[src/rtl/cache_wp_pkg.sv]
package cache_wp_pkg;
  typedef enum logic [1:0] {
    ST_IDLE  = 2'd0,
    ST_EVICT = 2'd1,
    ST_FILL  = 2'd2,
    ST_WRITE = 2'd3
  } cache_state_e;
endpackage

[src/rtl/cache_wp_addr_split.sv]
module cache_wp_addr_split #(
  parameter int ADDR_W = 32,
  parameter int TAG_W  = 24,
  parameter int IDX_W  = 4,
  parameter int WOFF_W = 2,
  parameter int BOFF_W = 2
) (
  input  logic [ADDR_W-1:0] addr_i,
  output logic [TAG_W-1:0]  tag_o,
  output logic [IDX_W-1:0]  idx_o,
  output logic [WOFF_W-1:0] woff_o
);
  localparam int WOFF_LSB = BOFF_W;
  localparam int IDX_LSB  = BOFF_W + WOFF_W;
  localparam int TAG_LSB  = IDX_LSB + IDX_W;

  logic [BOFF_W-1:0] unused_boff;

  assign tag_o       = addr_i[ADDR_W-1:TAG_LSB];
  assign idx_o       = addr_i[TAG_LSB-1:IDX_LSB];
  assign woff_o      = addr_i[IDX_LSB-1:WOFF_LSB];
  assign unused_boff = addr_i[BOFF_W-1:0];
endmodule

[src/rtl/cache_wp_tag_store.sv]
module cache_wp_tag_store #(
  parameter int LINES = 16,
  parameter int TAG_W = 24,
  parameter int IDX_W = 4
) (
  input  logic             clk_i,
  input  logic             rst_ni,
  input  logic [IDX_W-1:0] idx_i,
  input  logic [TAG_W-1:0] tag_i,
  input  logic             fill_i,
  input  logic             clean_i,
  input  logic             dirty_set_i,
  output logic             valid_o,
  output logic             dirty_o,
  output logic [TAG_W-1:0] tag_o
);
  logic [LINES-1:0] valid_q;
  logic [LINES-1:0] dirty_q;
  logic [TAG_W-1:0] tag_q [LINES];

  always_ff @(posedge clk_i or negedge rst_ni) begin
    if (!rst_ni) begin
      valid_q <= '0;
      dirty_q <= '0;
    end else begin
      if (fill_i) begin
        valid_q[idx_i] <= 1'b1;
        dirty_q[idx_i] <= 1'b0;
      end else if (clean_i) begin
        dirty_q[idx_i] <= 1'b0;
      end else if (dirty_set_i) begin
        dirty_q[idx_i] <= 1'b1;
      end
    end
  end

  always_ff @(posedge clk_i) begin
    if (fill_i) tag_q[idx_i] <= tag_i;
  end

  assign valid_o = valid_q[idx_i];
  assign dirty_o = dirty_q[idx_i];
  assign tag_o   = tag_q[idx_i];

  AST_DIRTY_NEEDS_VALID: assert property (@(posedge clk_i) disable iff (!rst_ni)
    dirty_o |-> valid_o);
endmodule

[src/rtl/cache_wp_data_store.sv]
module cache_wp_data_store #(
  parameter int LINES  = 16,
  parameter int WORDS  = 4,
  parameter int WORD_W = 32,
  parameter int IDX_W  = 4,
  parameter int WOFF_W = 2
) (
  input  logic                      clk_i,
  input  logic [IDX_W-1:0]          idx_i,
  input  logic                      fill_i,
  input  logic [WORDS*WORD_W-1:0]   fill_data_i,
  input  logic                      wr_i,
  input  logic [WOFF_W-1:0]         woff_i,
  input  logic [WORD_W-1:0]         wdata_i,
  output logic [WORDS*WORD_W-1:0]   block_o
);
  for (genvar w = 0; w < WORDS; w++) begin : g_word
    logic [WORD_W-1:0] word_q [LINES];

    always_ff @(posedge clk_i) begin
      if (fill_i) begin
        word_q[idx_i] <= fill_data_i[w*WORD_W +: WORD_W];
      end else if (wr_i && (woff_i == WOFF_W'(w))) begin
        word_q[idx_i] <= wdata_i;
      end
    end

    assign block_o[w*WORD_W +: WORD_W] = word_q[idx_i];
  end
endmodule

[src/rtl/cache_wp_ctrl.sv]
module cache_wp_ctrl
  import cache_wp_pkg::*;
#(
  parameter bit WRITE_BACK = 1'b1
) (
  input  logic clk_i,
  input  logic rst_ni,
  input  logic req_i,
  input  logic we_i,
  input  logic hit_i,
  input  logic victim_valid_i,
  input  logic victim_dirty_i,
  input  logic mem_ack_i,
  output logic ready_o,
  output logic mem_req_o,
  output logic mem_we_o,
  output logic evict_o,
  output logic word_wr_o,
  output logic fill_o,
  output logic clean_o,
  output logic line_wr_o,
  output logic dirty_set_o
);
  cache_state_e state_q, state_d;
  logic victim_mod;

  assign victim_mod = WRITE_BACK && victim_valid_i && victim_dirty_i;

  always_comb begin
    state_d     = state_q;
    ready_o     = 1'b0;
    mem_req_o   = 1'b0;
    mem_we_o    = 1'b0;
    evict_o     = 1'b0;
    word_wr_o   = 1'b0;
    fill_o      = 1'b0;
    clean_o     = 1'b0;
    line_wr_o   = 1'b0;
    dirty_set_o = 1'b0;
    unique case (state_q)
      ST_IDLE: begin
        if (req_i) begin
          if (hit_i) begin
            if (!we_i) begin
              ready_o = 1'b1;
            end else if (WRITE_BACK) begin
              ready_o     = 1'b1;
              line_wr_o   = 1'b1;
              dirty_set_o = 1'b1;
            end else begin
              state_d = ST_WRITE;
            end
          end else if (we_i && !WRITE_BACK) begin
            state_d = ST_WRITE;
          end else if (victim_mod) begin
            state_d = ST_EVICT;
          end else begin
            state_d = ST_FILL;
          end
        end
      end
      ST_EVICT: begin
        mem_req_o = 1'b1;
        mem_we_o  = 1'b1;
        evict_o   = 1'b1;
        if (mem_ack_i) begin
          clean_o = 1'b1;
          state_d = ST_FILL;
        end
      end
      ST_FILL: begin
        mem_req_o = 1'b1;
        if (mem_ack_i) begin
          fill_o  = 1'b1;
          state_d = ST_IDLE;
        end
      end
      ST_WRITE: begin
        mem_req_o = 1'b1;
        mem_we_o  = 1'b1;
        word_wr_o = 1'b1;
        if (mem_ack_i) begin
          ready_o   = 1'b1;
          line_wr_o = hit_i;
          state_d   = ST_IDLE;
        end
      end
      default: state_d = ST_IDLE;
    endcase
  end

  always_ff @(posedge clk_i or negedge rst_ni) begin
    if (!rst_ni) state_q <= ST_IDLE;
    else         state_q <= state_d;
  end

  AST_STALL_ON_MEM: assert property (@(posedge clk_i) disable iff (!rst_ni)
    (mem_req_o && !mem_ack_i) |-> !ready_o);
  AST_REQ_HELD: assert property (@(posedge clk_i) disable iff (!rst_ni)
    (mem_req_o && !mem_ack_i) |=> (mem_req_o && $stable(mem_we_o)));
  AST_FILL_AFTER_ACK: assert property (@(posedge clk_i) disable iff (!rst_ni)
    (mem_req_o && !mem_we_o && mem_ack_i && req_i && !we_i) |=> ready_o);
endmodule

[src/rtl/cache_wp.sv]
module cache_wp
  import cache_wp_pkg::*;
#(
  parameter int ADDR_W     = 32,
  parameter int WORD_W     = 32,
  parameter int WORDS      = 4,
  parameter int LINES      = 16,
  parameter bit WRITE_BACK = 1'b1
) (
  input  logic                    clk_i,
  input  logic                    rst_ni,
  input  logic                    req_i,
  input  logic                    we_i,
  input  logic [ADDR_W-1:0]       addr_i,
  input  logic [WORD_W-1:0]       wdata_i,
  output logic                    ready_o,
  output logic [WORD_W-1:0]       rdata_o,
  output logic                    mem_req_o,
  output logic                    mem_we_o,
  output logic [ADDR_W-1:0]       mem_addr_o,
  output logic [WORDS-1:0]        mem_wstrb_o,
  output logic [WORDS*WORD_W-1:0] mem_wdata_o,
  input  logic                    mem_ack_i,
  input  logic [WORDS*WORD_W-1:0] mem_rdata_i
);
  localparam int BOFF_W  = $clog2(WORD_W / 8);
  localparam int WOFF_W  = $clog2(WORDS);
  localparam int IDX_W   = $clog2(LINES);
  localparam int OFF_W   = BOFF_W + WOFF_W;
  localparam int TAG_W   = ADDR_W - IDX_W - OFF_W;
  localparam int BLOCK_W = WORDS * WORD_W;

  logic [TAG_W-1:0]   a_tag, l_tag;
  logic [IDX_W-1:0]   a_idx;
  logic [WOFF_W-1:0]  a_woff;
  logic               l_valid, l_dirty, hit;
  logic [BLOCK_W-1:0] l_block;
  logic               evict, word_wr, fill, clean, line_wr, dirty_set;

  cache_wp_addr_split #(
    .ADDR_W(ADDR_W), .TAG_W(TAG_W), .IDX_W(IDX_W), .WOFF_W(WOFF_W), .BOFF_W(BOFF_W)
  ) u_split (
    .addr_i (addr_i),
    .tag_o  (a_tag),
    .idx_o  (a_idx),
    .woff_o (a_woff)
  );

  cache_wp_tag_store #(.LINES(LINES), .TAG_W(TAG_W), .IDX_W(IDX_W)) u_tags (
    .clk_i       (clk_i),
    .rst_ni      (rst_ni),
    .idx_i       (a_idx),
    .tag_i       (a_tag),
    .fill_i      (fill),
    .clean_i     (clean),
    .dirty_set_i (dirty_set),
    .valid_o     (l_valid),
    .dirty_o     (l_dirty),
    .tag_o       (l_tag)
  );

  cache_wp_data_store #(
    .LINES(LINES), .WORDS(WORDS), .WORD_W(WORD_W), .IDX_W(IDX_W), .WOFF_W(WOFF_W)
  ) u_data (
    .clk_i       (clk_i),
    .idx_i       (a_idx),
    .fill_i      (fill),
    .fill_data_i (mem_rdata_i),
    .wr_i        (line_wr),
    .woff_i      (a_woff),
    .wdata_i     (wdata_i),
    .block_o     (l_block)
  );

  assign hit = l_valid && (l_tag == a_tag);

  cache_wp_ctrl #(.WRITE_BACK(WRITE_BACK)) u_ctrl (
    .clk_i          (clk_i),
    .rst_ni         (rst_ni),
    .req_i          (req_i),
    .we_i           (we_i),
    .hit_i          (hit),
    .victim_valid_i (l_valid),
    .victim_dirty_i (l_dirty),
    .mem_ack_i      (mem_ack_i),
    .ready_o        (ready_o),
    .mem_req_o      (mem_req_o),
    .mem_we_o       (mem_we_o),
    .evict_o        (evict),
    .word_wr_o      (word_wr),
    .fill_o         (fill),
    .clean_o        (clean),
    .line_wr_o      (line_wr),
    .dirty_set_o    (dirty_set)
  );

  // Write-back uses the resident tag; everything else the requested one.
  assign mem_addr_o  = evict ? {l_tag, a_idx, {OFF_W{1'b0}}} : {a_tag, a_idx, {OFF_W{1'b0}}};
  assign mem_wdata_o = evict ? l_block : {WORDS{wdata_i}};
  assign mem_wstrb_o = word_wr ? (WORDS'(1) << a_woff) : (mem_we_o ? {WORDS{1'b1}} : '0);
  assign rdata_o     = l_block[a_woff*WORD_W +: WORD_W];

  AST_READ_HIT: assert property (@(posedge clk_i) disable iff (!rst_ni)
    (ready_o && !we_i) |-> (hit && !mem_req_o));
  AST_ADDR_HELD: assert property (@(posedge clk_i) disable iff (!rst_ni)
    (mem_req_o && !mem_ack_i && req_i && $stable(addr_i)) |=> ($stable(mem_addr_o) && $stable(mem_wstrb_o)));
  AST_FILL_NOT_OVER_DIRTY: assert property (@(posedge clk_i) disable iff (!rst_ni)
    (mem_req_o && !mem_we_o) |-> !(l_valid && l_dirty));
  AST_WT_NO_DIRTY: assert property (@(posedge clk_i) disable iff (!rst_ni)
    (!WRITE_BACK && req_i) |-> !l_dirty);
  AST_WT_STORE_TO_MEM: assert property (@(posedge clk_i) disable iff (!rst_ni)
    (!WRITE_BACK && ready_o && we_i) |-> (mem_ack_i && mem_we_o && $onehot0(mem_wstrb_o)));
  AST_WB_STORE_LOCAL: assert property (@(posedge clk_i) disable iff (!rst_ni)
    (WRITE_BACK && ready_o && we_i) |-> !mem_req_o);
endmodule

[config.mk]
export PLATFORM = sky130hd
export DESIGN_NAME = cache_wp
export DESIGN_NICKNAME = d
export VERILOG_FILES = /design/src/rtl/cache_wp_pkg.sv /design/src/rtl/cache_wp_addr_split.sv /design/src/rtl/cache_wp_tag_store.sv /design/src/rtl/cache_wp_data_store.sv /design/src/rtl/cache_wp_ctrl.sv /design/src/rtl/cache_wp.sv
export SDC_FILE = /design/constraint.sdc
export NUM_CORES = 2
export LEC_CHECK = 0
export BUFFER_PORTS_ARGS = -buffer_cell sky130_fd_sc_hd__buf_2
export CAP_MARGIN = 25
export CORE_AREA = 8 8 651 396
export DETAILED_ROUTE_END_ITERATION = 8
export DIE_AREA = 0 0 659 404
export GPL_TIMING_DRIVEN = 0
export HOLD_SLACK_MARGIN = 0.03
export SYNTH_ARGS = -nofsm -noshare
export SYNTH_HDL_FRONTEND = slang
export SYNTH_SLANG_ARGS = --single-unit
[constraint.sdc]
create_clock -name clk_i -period 7.45 [get_ports clk_i]
set_input_delay 1.49 -clock clk_i [delete_from_list [all_inputs] [get_ports clk_i]]
set_output_delay 1.49 -clock clk_i [all_outputs]
set_load 0.02 [all_outputs]
==> flow_summary_export.csv <==
group,metric,value,unit
synthesis,syn-cell-area,98620,um^2
drt,wl,329.7,mm
drt,vias_per_cell,6.079,
sta,min_period_over_period,0.9949,
worst_setup_path,cp_max_fo,12,
grt,antenna_found_initial,52,
place,dp_hpwl,238.0,mm
place,place_congestion,0.9472,
pwr,switching_share,0.2318,
drt,vias,53670,
clocking,post_cts_buffers,0,
place,numPortBuffers,383,
sta,fin_ws,38.30,ps
die,floorplan.initialDensity,0.3973,
synthesis,synth_seq_cells,2466,
sta,setup_viol,0,
clocking,numCtsBuffers,226,
pwr,p_switching,6.941,mW
sta,finalMaxSlewViolations,0,
grt,grt_max_degree,35,
die,die_y,404,um
clocking,clkSinkCount,2466,
final_layout,finish.instance_area,117400,um^2
sta,holdWs,460.7,ps
worst_setup_path,end_kind,"output port",
synthesis,synthArstFlopShare,0.01379,
worst_setup_path,crit_arrival,5920,ps
sta,fmax,134.9,MHz
synthesis,synth_ff_type,"edfxtp_1",
grt,grt_pass1_wl,442.7,mm
min_path,hold_path_class,"reg -> reg",
clocking,clk_pin_slew_worst_paths,60,ps
pwr,combPwrFrac,0.086,
drt,first_iter_violations,8272,
pwr,power_frac_seq,0.519,
clocking,clock_latency,920,ps
synthesis,yosysSeqAreaShare,0.7492,
worst_setup_path,cpMostUsedCell,"clkbuf_1",
synthesis,yosys.area.top_type,"edfxtp_1",
pwr,leakage,37.77,nW
pwr,powerDensity,255.0,nW/um^2
pwr,clkPwrFrac,0.394,
place,dpl_worst_slack,-949.1,ps
final_layout,final_nets,5499,
worst_setup_path,crit_required,5960,ps
job,cap_violations,0,
pwr,ir_drop,0.0002211,V
die,row_count,142,
worst_setup_path,slowest_delay,650,ps
synthesis,synth_common_cells,"2432 x edfxtp_1, 764 x mux4_2, 335 x nand2_1",
synthesis,synth-edff-count,2432,
die,coreArea,248200,um^2
worst_setup_path,startpoint_type,"input pin",
synthesis,synth.avg_cell_area,22.13,um^2
worst_setup_path,cp_slowest_cell,"clkbuf_1",
place,placed_area,109800,um^2
pwr,power,29.94,mW
grt,grt_pass1_vias,51540,
sta,worstMarginPinSlew,1119,ps
final_layout,syn2layout_area_growth,19.05,%
die,fp.dieW,659,um
synthesis,post_synth_inst_count,4456,
die,die-area,266200,um^2
clocking,clockBufferDepth,4,
worst_setup_path,path_cells,"clkbuf_1 > clkbuf_1 > clkbuf_4 > clkbuf_4 > clkbuf_1 > buf_16 > mux4_2 > mux4_2 > buf_2",
pwr,p_int,23.00,mW
sta,hold_violations,0,
synthesis,ys_types,61,
drt,post-route-drc-count,0,
synthesis,synth_top_area_share,0.7405,
worst_setup_path,crit_family,"buffers and inverters",
die,ioPinCount,396,
clocking,htree_levels,4,
grt,track_usage,0.2418,
clocking,clk_root_buffer_cell,"clkbuf_16",
drt,drtPass1Iterations,8,
drt,drtAntennaViolNets,0,
synthesis,synth.most_common_cell,"edfxtp_1",
synthesis,yosysWarningCount,0,
clocking,tritoncts,"done",
worst_setup_path,crit_buf_inv,7,
worst_setup_path,crit_type,"in -> out",
sta,fin_skew,133.3,ps
sta,period_minus_slack,7412,ps
final_layout,drive_gt1_frac,0.3780,
synthesis,synth_area_leaders,"edfxtp_1 74%, mux4_2 17%, mux2_2 1.4%",
run_status,status,"complete, no violations",
drt,wl_per_cell,37.34,um
sta,slew_headroom,0.2541,
grt,globalRoute.totalOverflow,0,
-- path summary, 6_finish.rpt --
kind                       cells past startpoint                              to  slack, ps                start
setup / recovery                               9                     rdata_o[21]         40            addr_i[6]
hold / removal                                 1               u_tags.valid_q[0]        460    u_tags.valid_q[0]
setup reg to reg                              13  u_data.g_word[2].word_q[2][15]       1960  u_tags.tag_q[11][7]
hold reg to reg                                1               u_tags.valid_q[0]        460    u_tags.valid_q[0]
max in group asynchronous                      1                       async pin       6170               rst_ni
min in group asynchronous                      1               u_ctrl.state_q[0]        730               rst_ni
-- area by class of cell --
class / instances / area [um^2]
clock buffers: 267 / 5873
plain buffers: 253 / 1290
flip-flops and latches: 2466 / 73880
diodes: 35 / 87.58
fillers: 20170 / 130800
well taps: 3312 / 4144
inverters: 48 / 180.2
repair buffers: 613 / 6197
clock inverters: 145 / 1484
multi-input cells: 1689 / 24270
-- cell families after synthesis --
group | count (synthesis) | synth area share
other cells | 1 | 0.00003803
buf+inv | 304 | 0.01377
simple gates | 470 | 0.02078
flops | 2466 | 0.7492
mux | 996 | 0.2000
xor+xnor | 34 | 0.003020
compound gates | 180 | 0.01255
fa+ha+maj | 5 | 0.0006344
-- state kept, by name, indices dropped and copies added (netlist names), named ones only --
signal,flops
u_data.g_word.word_q,2048
u_tags.tag_q,384
u_tags.valid_q,16
u_ctrl.state_q,2
-- layer usage --
layer	track usage	up-vias	part of all wire
li1	-	20490	-
met1	0.3482	29110	0.40
met2	0.3521	3509	0.43
met3	0.07231	554	0.13
met4	0.08187	2	0.039
met5	0	-	0.000039
-- power by group through the flow --
| stage | clock (mW) | sequential [mW] | combinational (mW) |
|---|---|---|---|
| 2_1_floorplan | 0 | 15.8 | 1.27 |
| 3_3_place_gp | 0 | 15.9 | 2.37 |
| 3_5_place_dp | 0 | 15.9 | 2.54 |
| 4_1_cts | 11.9 | 15.6 | 2.55 |
| 5_1_grt | 12.4 | 15.6 | 2.66 |
| 6_report | 11.8 | 15.6 | 2.58 |
-- metrics by stage --
| stage | cells | util | TNS (ps) |
|---|---|---|---|
| floorplan | 4459 | - | 0 |
| global placement | 8154 | 0.4218 | -9406990 |
| detailed placement | 8379 | 0.4423 | -69920 |
| CTS | 8788 | 0.4722 | 0 |
| global route | 8798 | 0.4727 | -3.387 |
| finish | 8828 | 0.4730 | 0 |
-- repair_timing --
| item | in CTS | in global routing |
|---|---|---|
| gates resized for setup | 54 | 23 |
| endpoints found under the setup margin | 136 | 30 |
| hold buffers | 0 | 0 |
-- worst reg2reg max path, cell delays in order (launching register included) --
cell      delay (ps)
edfxtp_1         380
mux4_2           500
mux2i_1          170
mux2i_1          190
xnor2_1          520
nand4b_1         190
nor4_2           350
nand3_2          380
clkbuf_1         470
clkbuf_1         370
buf_8            240
o31ai_4          850
buf_8            290
buf_8            220
-- layout by cell type, fill, tap and decap left out, types with 7 or more instances in the layout --
cell        netlist  final
mux2i_1          73     73
buf_8             0    154
buf_1            13     13
nand3_1          10     10
nand2_1         335    335
mux4_2          764    764
buf_4            23     26
nor2b_1           8      8
diode_2           0     35
buf_16            0     67
clkbuf_2          0     51
mux2_2          126    126
inv_2             2     18
o31ai_4           0     64
o22ai_1           9      9
inv_1            46     30
buf_6             7     13
xnor2_1          25     25
buf_2            62    427
clkinv_2          0     45
xor2_1            9      9
dfrtp_1          34     34
nand2b_1         52     52
clkbuf_4          0     18
clkbuf_1        151    132
a21oi_1          24     24
nor2_1           27     27
a22oi_1          12     12
nor3_1           10     10
edfxtp_1       2432   2432
clkinv_1          0     48
bufinv_16         0     29
clkbuf_16         0    229
clkinvlp_4        0     16
or2_2             7      7
o21ai_0          31     31
mux2_1           33     33
Note: power is estimated with default switching activity, not from simulation.
